`src/rtl/csync_pkg.sv`:
```
package csync_pkg;
    typedef enum logic [1:0] {
        SEG_PLAIN   = 2'd0,
        SEG_EQUAL   = 2'd1,
        SEG_SERRATE = 2'd2
    } seg_t;

    localparam logic [1:0] MODE_ILLEGAL = 2'b10;
    localparam logic [1:0] MODE_SINGLE  = 2'b11;
endpackage

```
`src/rtl/csync_phase.sv`:
```
module csync_phase #(
    parameter int W = 12
) (
    input  logic         clk,
    input  logic         rst_n,
    input  logic [W-1:0] hcount,
    input  logic [W-1:0] htotal,
    input  logic [W-1:0] hfp_end,
    input  logic [W-1:0] eq_end,
    input  logic [W-1:0] ser_start,
    input  logic         double_rate,
    output logic         eq_pulse,
    output logic         ser_pulse
);
    logic [W-1:0] half_pt;
    logic [W-1:0] pos;

    // half-line point: line total shifted right by one
    assign half_pt = htotal >> 1;

    always_comb begin
        if (double_rate && (hcount > half_pt)) begin
            pos = hcount - half_pt;
        end else begin
            pos = hcount;
        end
    end

    assign eq_pulse  = (pos > hfp_end) && (pos <= eq_end);
    assign ser_pulse = (pos <= hfp_end) || (pos > ser_start);

    // the folded position never passes the half-line point
    assert_fold_in_range_R8: assert property (@(posedge clk) disable iff (!rst_n)
        (double_rate && !htotal[0] && (hcount <= htotal)) |-> (pos <= half_pt));
endmodule

```
`src/rtl/csync_region.sv`:
```
module csync_region
    import csync_pkg::*;
#(
    parameter int W = 12
) (
    input  logic [W-1:0] vcount,
    input  logic [W-1:0] int_start,
    input  logic [W-1:0] int_end,
    input  logic         vsync_act,
    input  logic         ins_en,
    output seg_t         seg_next
);
    logic in_band;

    assign in_band = (vcount >= int_start) && (vcount <= int_end);

    always_comb begin
        unique case ({ins_en && in_band, vsync_act})
            2'b10:   seg_next = SEG_EQUAL;
            2'b11:   seg_next = SEG_SERRATE;
            default: seg_next = SEG_PLAIN;
        endcase
    end
endmodule

```
`src/rtl/csync_combiner.sv`:
```
module csync_combiner
    import csync_pkg::*;
#(
    parameter int W = 12
) (
    input  logic         clk,
    input  logic         rst_n,
    input  logic [W-1:0] hcount,
    input  logic [W-1:0] vcount,
    input  logic         hsync_act,
    input  logic         vsync_act,
    input  logic         hblank_act,
    input  logic         vblank_act,
    input  logic [1:0]   mode,
    input  logic         eqser_dis,
    input  logic         csync_sel,
    input  logic         pol_sync,
    input  logic         pol_blank,
    input  logic [W-1:0] hfp_end,
    input  logic [W-1:0] htotal,
    input  logic [W-1:0] eq_end,
    input  logic [W-1:0] ser_start,
    input  logic [W-1:0] int_start,
    input  logic [W-1:0] int_end,
    output logic         csync_o,
    output logic         cblank_o,
    output logic         mode_err
);
    logic double_rate;
    logic ins_en;
    logic eq_pulse;
    logic ser_pulse;
    seg_t seg_next;
    seg_t seg_q;
    logic eq_q, ser_q, hs_q, vs_q, hb_q, vb_q, sel_q, psync_q, pblank_q;
    logic sync_act;
    logic blank_act;

    // illegal code falls back to single rate
    assign double_rate = (mode != MODE_SINGLE) && (mode != MODE_ILLEGAL);
    assign ins_en      = !eqser_dis && csync_sel;

    csync_phase #(.W(W)) u_phase (
        .clk         (clk),
        .rst_n       (rst_n),
        .hcount      (hcount),
        .htotal      (htotal),
        .hfp_end     (hfp_end),
        .eq_end      (eq_end),
        .ser_start   (ser_start),
        .double_rate (double_rate),
        .eq_pulse    (eq_pulse),
        .ser_pulse   (ser_pulse)
    );

    csync_region #(.W(W)) u_region (
        .vcount    (vcount),
        .int_start (int_start),
        .int_end   (int_end),
        .vsync_act (vsync_act),
        .ins_en    (ins_en),
        .seg_next  (seg_next)
    );

    // state register and aligned component flags
    always_ff @(posedge clk or negedge rst_n) begin
        if (!rst_n) begin
            seg_q    <= SEG_PLAIN;
            eq_q     <= 1'b0;
            ser_q    <= 1'b0;
            hs_q     <= 1'b0;
            vs_q     <= 1'b0;
            hb_q     <= 1'b0;
            vb_q     <= 1'b0;
            sel_q    <= 1'b0;
            psync_q  <= 1'b0;
            pblank_q <= 1'b0;
            mode_err <= 1'b0;
        end else begin
            seg_q    <= seg_next;
            eq_q     <= eq_pulse;
            ser_q    <= ser_pulse;
            hs_q     <= hsync_act;
            vs_q     <= vsync_act;
            hb_q     <= hblank_act;
            vb_q     <= vblank_act;
            sel_q    <= csync_sel;
            psync_q  <= pol_sync;
            pblank_q <= pol_blank;
            mode_err <= (mode == MODE_ILLEGAL);
        end
    end

    // output decode by state
    always_comb begin
        unique case (seg_q)
            SEG_PLAIN:   sync_act = sel_q ? (hs_q || vs_q) : vs_q;
            SEG_EQUAL:   sync_act = eq_q;
            SEG_SERRATE: sync_act = ser_q;
            default:     sync_act = 1'b0;
        endcase
        blank_act = sel_q ? (hb_q || vb_q) : vb_q;
        csync_o   = sync_act ~^ psync_q;
        cblank_o  = blank_act ~^ pblank_q;
    end

    assert_err_set_R9: assert property (@(posedge clk) disable iff (!rst_n)
        (mode == MODE_ILLEGAL) |=> mode_err);

    assert_err_clear_R9: assert property (@(posedge clk) disable iff (!rst_n)
        (mode != MODE_ILLEGAL) |=> !mode_err);

    assert_plain_when_off_R4: assert property (@(posedge clk) disable iff (!rst_n)
        (eqser_dis || !csync_sel) |=> (seg_q == SEG_PLAIN));

    assert_unsel_sync_R3: assert property (@(posedge clk) disable iff (!rst_n)
        !csync_sel |=> (csync_o == ($past(vsync_act) ~^ $past(pol_sync))));

    assert_comp_blank_R3: assert property (@(posedge clk) disable iff (!rst_n)
        csync_sel |=> (cblank_o == (($past(hblank_act) || $past(vblank_act)) ~^ $past(pol_blank))));
endmodule

```
`config.mk`:
```
export PLATFORM = sky130hd
export DESIGN_NAME = csync_combiner
export DESIGN_NICKNAME = d
export VERILOG_FILES = /design/src/rtl/csync_pkg.sv /design/src/rtl/csync_phase.sv /design/src/rtl/csync_region.sv /design/src/rtl/csync_combiner.sv
export SDC_FILE = /design/constraint.sdc
export NUM_CORES = 1
export LEC_CHECK = 0
export ABC_AREA = 1
export CELL_PAD_IN_SITES_DETAIL_PLACEMENT = 1
export CELL_PAD_IN_SITES_GLOBAL_PLACEMENT = 1
export CORE_AREA = 2 2 100 102
export DETAILED_ROUTE_END_ITERATION = 10
export DIE_AREA = 0 0 102 104
export GPL_TIMING_DRIVEN = 0
export PLACE_DENSITY_LB_ADDON = 0.05
export SLEW_MARGIN = 20
export SYNTH_ARGS = -nofsm -noshare
export SYNTH_HDL_FRONTEND = slang
export SYNTH_HIERARCHICAL = 1
export SYNTH_SLANG_ARGS = --single-unit
```
`constraint.sdc`:
```
create_clock -name clk -period 2.6 [get_ports clk]
set_input_delay 0.78 -clock clk [delete_from_list [all_inputs] [get_ports clk]]
set_output_delay 0.78 -clock clk [all_outputs]
set_load 0.1 [all_outputs]
```
==> results.py, run 1 <==
metrics = {
    "timing": {
        "maxSlewViolCount": 0,
        "holdWs_ns": 0.8755,
        "finalSetupTns_ns": -1.686,
        "maxSlewHeadroom_pct": 35.71,
        "setup_ws_ns": -0.8440,
        "min_period_ns": 3.444,
        "rsz0062_at_grt": "yes",
        "hold_viol": 0,
        "tightestPinTransition_ns": 0.9614,
        "fmax_ghz": 0.2904,
        "setup_violations": 2,
        "min_period_over_period_pct": 132.5,
    },
    "detailed_routing": {
        "drt_iter0_drc": 45,
        "drcViolationCount": 0,
        "via_per_inst": 4.581,
        "firstDrtPassIters": 6,
        "num_vias": 3239,
        "ant_nets": 0,
        "wirelength_microns": 9503,
        "wl_per_cell_microns": 13.44,
    },
    "global_route": {
        "met3_usage_pct": 0.8737,
        "met1_usage_pct": 21.12,
        "grt_max_degree": 13,
        "grt_pass1_wl_microns": 14410,
        "track_usage_pct": 16.66,
        "overflow": 0,
        "antenna_found_initial": 0,
        "top_usage_layer": "met2",
        "grt_pass1_vias": 3244,
        "grt_use_met2_pct": 30.87,
    },
    "critical_path": {
        "critPathMaxFanout": 5,
        "endpoint_kind": "flip-flop",
        "arrival_ns": 3.57,
        "critPathKind": "in -> reg",
        "cp.required_ns": 2.72,
        "critPathLaunchType": "primary input",
        "cp-startpoint": "hcount[0]",
    },
    "die": {
        "die_h_microns": 104,
        "initial_core_util_pct": 29.15,
        "die_w_microns": 102,
        "die_area_sq_um": 10610,
        "num_rows": 36,
        "io_pins": 111,
        "core_area_sq_um": 9549,
    },
    "power": {
        "powerDensity_nw_per_um2": 284.5,
        "internal_power_uw": 794.5,
        "switching_share_pct": 42.04,
        "comb_power_share_pct": 70.4,
        "power_frac_seq_pct": 15.0,
        "finalPower_uw": 1371,
        "ir_drop_mv": 0.1285,
        "clkPwrFrac_pct": 14.6,
        "p_switching_uw": 576.2,
        "leakage_uw": 0.002552,
    },
    "synth": {
        "synthCells": 442,
        "syn_nets": 619,
        "ys_warn_count": 6,
        "avgSynthCellArea_sq_um": 6.298,
        "synth_area_sq_um": 2784,
        "synth.distinct_cells": 29,
        "seq_area_frac_synth_pct": 10.79,
        "ys_ff_latch": 12,
    },
    "final_layout": {
        "layout_commonest_cell": "inv_1",
        "drive_gt1_share_pct": 22.13,
        "synthToLayoutAreaGrowth_pct": 73.08,
        "final_cell_mix": "93 x inv_1, 85 x clkdlybuf4s50_1, 79 x nand2_1",
        "diodes": 0,
        "utilization_pct": 50.46,
        "fill_cells": 1217,
        "nets": 752,
    },
    "placed_design": {
        "dp_hpwl_microns": 7648,
        "gp_congestion": 0.7814,
        "io_buffers": 109,
        "preCtsSetupSlack_ns": -2.021,
    },
    "outcome": {
        "status": "finished, violations left",
        "violations": "negative setup slack",
    },
    "clocking": {
        "cts_tree": "done",
        "clkSinkCount": 12,
        "root_buffer": "clkbuf_8",
        "htreeDepth": 1,
        "clkTransAtPathRegs_ns": 0.05,
        "cts_hold_buf": 0,
        "cts_max_path_buffers": 2,
        "cts_made_buffers": 3,
    },
    "worst_hold_path": {
        "holdCritPathClass": "in -> async",
    },
    "run": {
        "cap_violations": 0,
    },
}
[registers in the layout, indices dropped and copies added (netlist names)]
name,count
mode_err,1
hs_q,1
psync_q,1
eq_q,1
vb_q,1
seg_q,2
sel_q,1
ser_q,1
vs_q,1
pblank_q,1
hb_q,1
[final timing paths]
check                      cells after the start        to
max                                           22     ser_q
min in group clk                               5     ser_q
min                                            1  mode_err
max in group asynchronous                      1   psync_q
[what timing repair did]
item,4_1_cts,5_1_grt
gates resized for setup,61,80
cloned,0,1
buffers inserted,4,14
hold endpoints to repair,0,0
endpoints found under the setup margin,4,3
pin swaps,11,36
[through the flow]
step / std cells / cell area, sq um
after global routing: 707 / 4818
after floorplan: 442 / 2855
after CTS: 692 / 4436
after detailed placement: 684 / 4113
after global placement: 684 / 4113
final: 707 / 4818
[cell families (layout without fill, tap and decap cells)]
kind of cell	Yosys count	count (layout)	share of synthesized area, %
compound gates	52	52	10.02
flops	12	12	10.79
xor+xnor	10	10	3.146
buf+inv	113	245	15.55
fa+ha+maj	69	69	31.28
simple gates	186	186	29.21
[metal layers]
| layer | routed length [microns] | vias up |
|---|---|---|
| met5 | 0 | - |
| met4 | 134 | 0 |
| met3 | 282 | 11 |
| met2 | 4983 | 73 |
| met1 | 4102 | 1499 |
| li1 | - | 1656 |
[critical path, cell delays in order]
cell and delay, ns:
buf_12 0.11, inv_16 0.05, ha_4 0.13, inv_2 0.04
fa_2 0.38, nand3_4 0.08, nand3_4 0.11, nand3_4 0.08
nand3_4 0.09, nand2_4 0.11, inv_4 0.06, clkbuf_16 0.16
o22ai_4 0.19, inv_4 0.08, ha_4 0.26, nand4_1 0.18
nor3_2 0.26, nand2_1 0.11, nor2_2 0.14, nor2_1 0.05
nand2_1 0.07, nand3_2 0.06
[cell type report]
cell class / instances / area [sq um] / area share, %
plain buffers: 2 / 27.53 / 0.5713
multi-input cells: 317 / 2546 / 52.84
flip-flops and latches: 12 / 300.3 / 6.232
clock buffers: 4 / 55.05 / 1.143
repair buffers: 128 / 1285 / 26.67
well taps: 133 / 166.4 / 3.454
inverters: 111 / 437.9 / 9.089
[power by group through the flow]
| stage | registers, uW | clock network, uW | logic [uW] |
|---|---|---|---|
| final | 206 | 200 | 965 |
| after global routing | 207 | 224 | 1080 |
| after CTS | 206 | 208 | 861 |
| after detailed placement | 209 | 0 | 778 |
| after global placement | 210 | 0 | 751 |
| after floorplan | 214 | 0 | 454 |
[synth_stat cells (all sizes together)]
cell	number	share of area [%]
a21o	2	0.54
nand2	98	14
dfrtp	12	11
nand3b	2	0.54
ha	68	31
and2	1	0.22
nand4	8	1.8
a211oi	1	0.27
a21oi	30	5.4
fa	1	0.72
buf	2	0.58
xor2	6	1.9
nor2	48	6.8
nor2b	1	0.22
o22ai	1	0.45
a31oi	1	0.22
xnor2	4	1.3
nand3	24	4.9
o21ai	16	2.9
o21a	1	0.27
nor3	4	0.72
inv	111	15
Power figures use the tool's default switching activity.
==> run 2: changes to the inputs <==
--- a/config.mk
+++ b/config.mk
@@ -8,13 +8,12 @@
 export ABC_AREA = 1
 export CELL_PAD_IN_SITES_DETAIL_PLACEMENT = 1
 export CELL_PAD_IN_SITES_GLOBAL_PLACEMENT = 1
-export CORE_AREA = 2 2 100 102
+export CORE_AREA = 2 2 97 99
 export DETAILED_ROUTE_END_ITERATION = 10
-export DIE_AREA = 0 0 102 104
+export DIE_AREA = 0 0 99 101
 export GPL_TIMING_DRIVEN = 0
 export PLACE_DENSITY_LB_ADDON = 0.05
 export SLEW_MARGIN = 20
 export SYNTH_ARGS = -nofsm -noshare
 export SYNTH_HDL_FRONTEND = slang
-export SYNTH_HIERARCHICAL = 1
 export SYNTH_SLANG_ARGS = --single-unit
==> run 2 against run 1 <==
Effect of this change:
- the flow still finishes with violations (negative setup slack)
- sequential share of layout area is 0.056 points higher
- utilization is 2.7 points higher
- sequential power hardly changed
- global-route usage is 2.1 points higher
- die area is 5.7% lower
- final cell count is 8.9% lower
- cell area is 0.88% lower
- wire length is 0.75% lower
- sequential cell count stayed put
- first-iteration DRC count is 24% lower
- critical path type unchanged
- largest cell class unchanged
- largest power group unchanged
- highest routed layer unchanged
==> results.py, run 2 <==
metrics = {
    "die": {
        "io_pins": 111,
        "die_area_sq_um": 9999,
        "die_h_microns": 101,
        "num_rows": 35,
        "die_w_microns": 99,
        "core_area_sq_um": 8977,
        "initial_core_util_pct": 29.13,
    },
    "timing": {
        "maxSlewHeadroom_pct": 34.88,
        "fmax_ghz": 0.2849,
        "hold_viol": 0,
        "maxSlewViolCount": 0,
        "holdWs_ns": 0.8846,
        "rsz0062_at_grt": "yes",
        "finalSetupTns_ns": -1.781,
        "min_period_ns": 3.510,
        "setup_ws_ns": -0.9098,
        "min_period_over_period_pct": 135.0,
        "setup_violations": 2,
        "tightestPinTransition_ns": 0.9738,
    },
    "power": {
        "comb_power_share_pct": 71.5,
        "clkPwrFrac_pct": 13.9,
        "powerDensity_nw_per_um2": 296.5,
        "switching_share_pct": 41.39,
        "ir_drop_mv": 0.1280,
        "leakage_uw": 0.002319,
        "finalPower_uw": 1416,
        "power_frac_seq_pct": 14.6,
        "p_switching_uw": 586.1,
        "internal_power_uw": 830.0,
    },
    "final_layout": {
        "diodes": 0,
        "final-seq-area_sq_um": 300.3,
        "multi_input_area_sq_um": 2570,
        "synthToLayoutAreaGrowth_pct": 82.63,
        "fill_cells": 1123,
        "nets": 711,
        "final_cell_mix": "84 x clkdlybuf4s50_1, 77 x inv_1, 49 x nand2_1, 49 x ha_1",
        "largest_reg_flops": 2,
        "drive_gt1_share_pct": 27.02,
        "layout_commonest_cell": "clkdlybuf4s50_1",
        "fin_cells": 644,
        "top_register": "seg_q",
    },
    "placed_design": {
        "placedCellCount": 607,
        "gp_congestion": 0.8127,
        "io_buffers": 109,
        "dp_hpwl_microns": 7118,
    },
    "detailed_routing": {
        "num_vias": 3055,
        "wl_per_cell_microns": 14.65,
        "wirelength_microns": 9432,
        "ant_nets": 0,
        "drt_iter0_drc": 34,
        "via_per_inst": 4.744,
        "drcViolationCount": 0,
        "firstDrtPassIters": 4,
    },
    "critical_path": {
        "endpoint_kind": "flip-flop",
        "critPathMaxFanout": 3,
        "critPathLaunchType": "primary input",
        "critPathMaxStageDelay_ns": 0.43,
        "arrival_ns": 3.64,
        "crit_buf_inv": 4,
        "crit_family": "simple AND/OR/NAND/NOR gates",
        "critPathSlowestCell": "or3_4",
        "cp.required_ns": 2.73,
        "worstPathCellList": "buf_12 > inv_12 > ha_4 > inv_2 > fa_2 > nand3_4 > nand3_4 > a21oi_4 > nor2_2 > nor2_1 > xor2_1 > nand2_1 > o21ai_2 > inv_2 > ha_4 > nand4_1 > or3_4 > nor2_4 > nor3_2 > nor2_1 > nand2_1 > nand2_1 > nor2_2",
        "critPathKind": "in -> reg",
        "cpMostUsedCell": "nand2_1",
    },
    "global_route": {
        "grt_pass1_wl_microns": 15440,
        "overflow": 0,
        "grt_pass1_vias": 3415,
        "antenna_found_initial": 0,
        "track_usage_pct": 18.80,
        "grt_max_degree": 13,
    },
    "synth": {
        "ys_ff_latch": 12,
        "synth.distinct_cells": 32,
        "synth_edf_count": 0,
        "synth_area_sq_um": 2615,
        "synthCells": 387,
        "ys_warn_count": 0,
        "synth_top_area_share_pct": 32.54,
        "async_flop_share_pct": 100.0,
        "synth_common_cells": "91 x inv_1, 68 x ha_1, 61 x nand2_1",
        "yosys.area.top_type": "ha_1",
        "seq_area_frac_synth_pct": 11.48,
        "syn_nets": 564,
        "synth.most_common_cell": "inv_1",
        "synth_area_leaders": "ha_1 33%, inv_1 13%, dfrtp_1 11%",
        "synth-main-ff-cell": "dfrtp_1",
        "avgSynthCellArea_sq_um": 6.757,
    },
    "run": {
        "cap_violations": 0,
    },
    "clocking": {
        "cts_tree": "done",
        "cts_made_buffers": 3,
        "root_buffer": "clkbuf_8",
        "cts_max_path_buffers": 2,
        "htreeDepth": 1,
        "clkSinkCount": 12,
        "clkTransAtPathRegs_ns": 0.05,
        "cts_hold_buf": 0,
    },
    "outcome": {
        "status": "finished, violations left",
        "violations": "negative setup slack",
    },
    "worst_hold_path": {
        "holdCritPathClass": "in -> async",
    },
}
[run 2: repair_timing]
| action | in CTS | in global routing |
|---|---|---|
| endpoints found under the setup margin | 4 | 3 |
| cloned | 2 | 0 |
| gates resized for setup | 151 | 17 |
| buffers inserted | 30 | 1 |
| pin swaps | 68 | 16 |
[run 2: per-layer routing]
metal | track usage (%) | share of wire [%] | vias up
met5 | 0 | 0 | -
met4 | 3.793 | 1.5 | 0
met3 | 1.526 | 3.4 | 10
met2 | 36.85 | 54 | 64
met1 | 22.19 | 42 | 1433
li1 | - | - | 1548
[run 2: worst max-delay path by stage]
stage              start     to  slack [ns]  cells after the start
3_5_place_dp   hcount[0]  ser_q       -1.89                     22
2_1_floorplan  hcount[0]   eq_q       -0.71                     22
3_3_place_gp   hcount[0]  ser_q       -1.88                     23
5_1_grt        hcount[0]  ser_q       -1.06                     23
6_report       hcount[0]   eq_q       -0.91                     23
4_1_cts        hcount[0]   eq_q       -0.84                     23
[run 2: power groups by stage]
| stage | sequential (uW) | combinational, uW | clock, uW |
|---|---|---|---|
| 2_1_floorplan | 214 | 433 | 0 |
| 3_3_place_gp | 210 | 717 | 0 |
| 3_5_place_dp | 210 | 742 | 0 |
| 4_1_cts | 207 | 967 | 205 |
| 5_1_grt | 208 | 1120 | 217 |
| 6_report | 207 | 1010 | 197 |
[run 2: cell families after synthesis]
kind of cell               count (synthesis)  synth area share (%)
AOI/OAI and AO/OA                         69                 14.88
xor gates and xnor gates                  12                 4.019
adders and majority gates                 69                 33.30
buffers and inverters                     95                 13.68
DFF                                       12                 11.48
and+or+nand+nor                          130                 22.63
[run 2: cell type report]
class	count	share of cell area, %
clock buffers	4	1.153
inverters	94	7.912
plain buffers	1	0.2358
flip-flops and latches	12	6.288
repair inverters	1	0.1048
multi-input cells	280	53.81
well taps	111	2.908
repair buffers	141	27.59
[run 2: metrics by stage]
stage / util [%] / area, sq um / setup WS (ns)
floorplan: - / 2688 / -0.7066
global placement: 43.64 / 3918 / -1.877
detailed placement: 43.64 / 3918 / -1.891
CTS: 52.54 / 4717 / -0.8418
global route: 53.20 / 4776 / -1.059
finish: 53.20 / 4776 / -0.9098
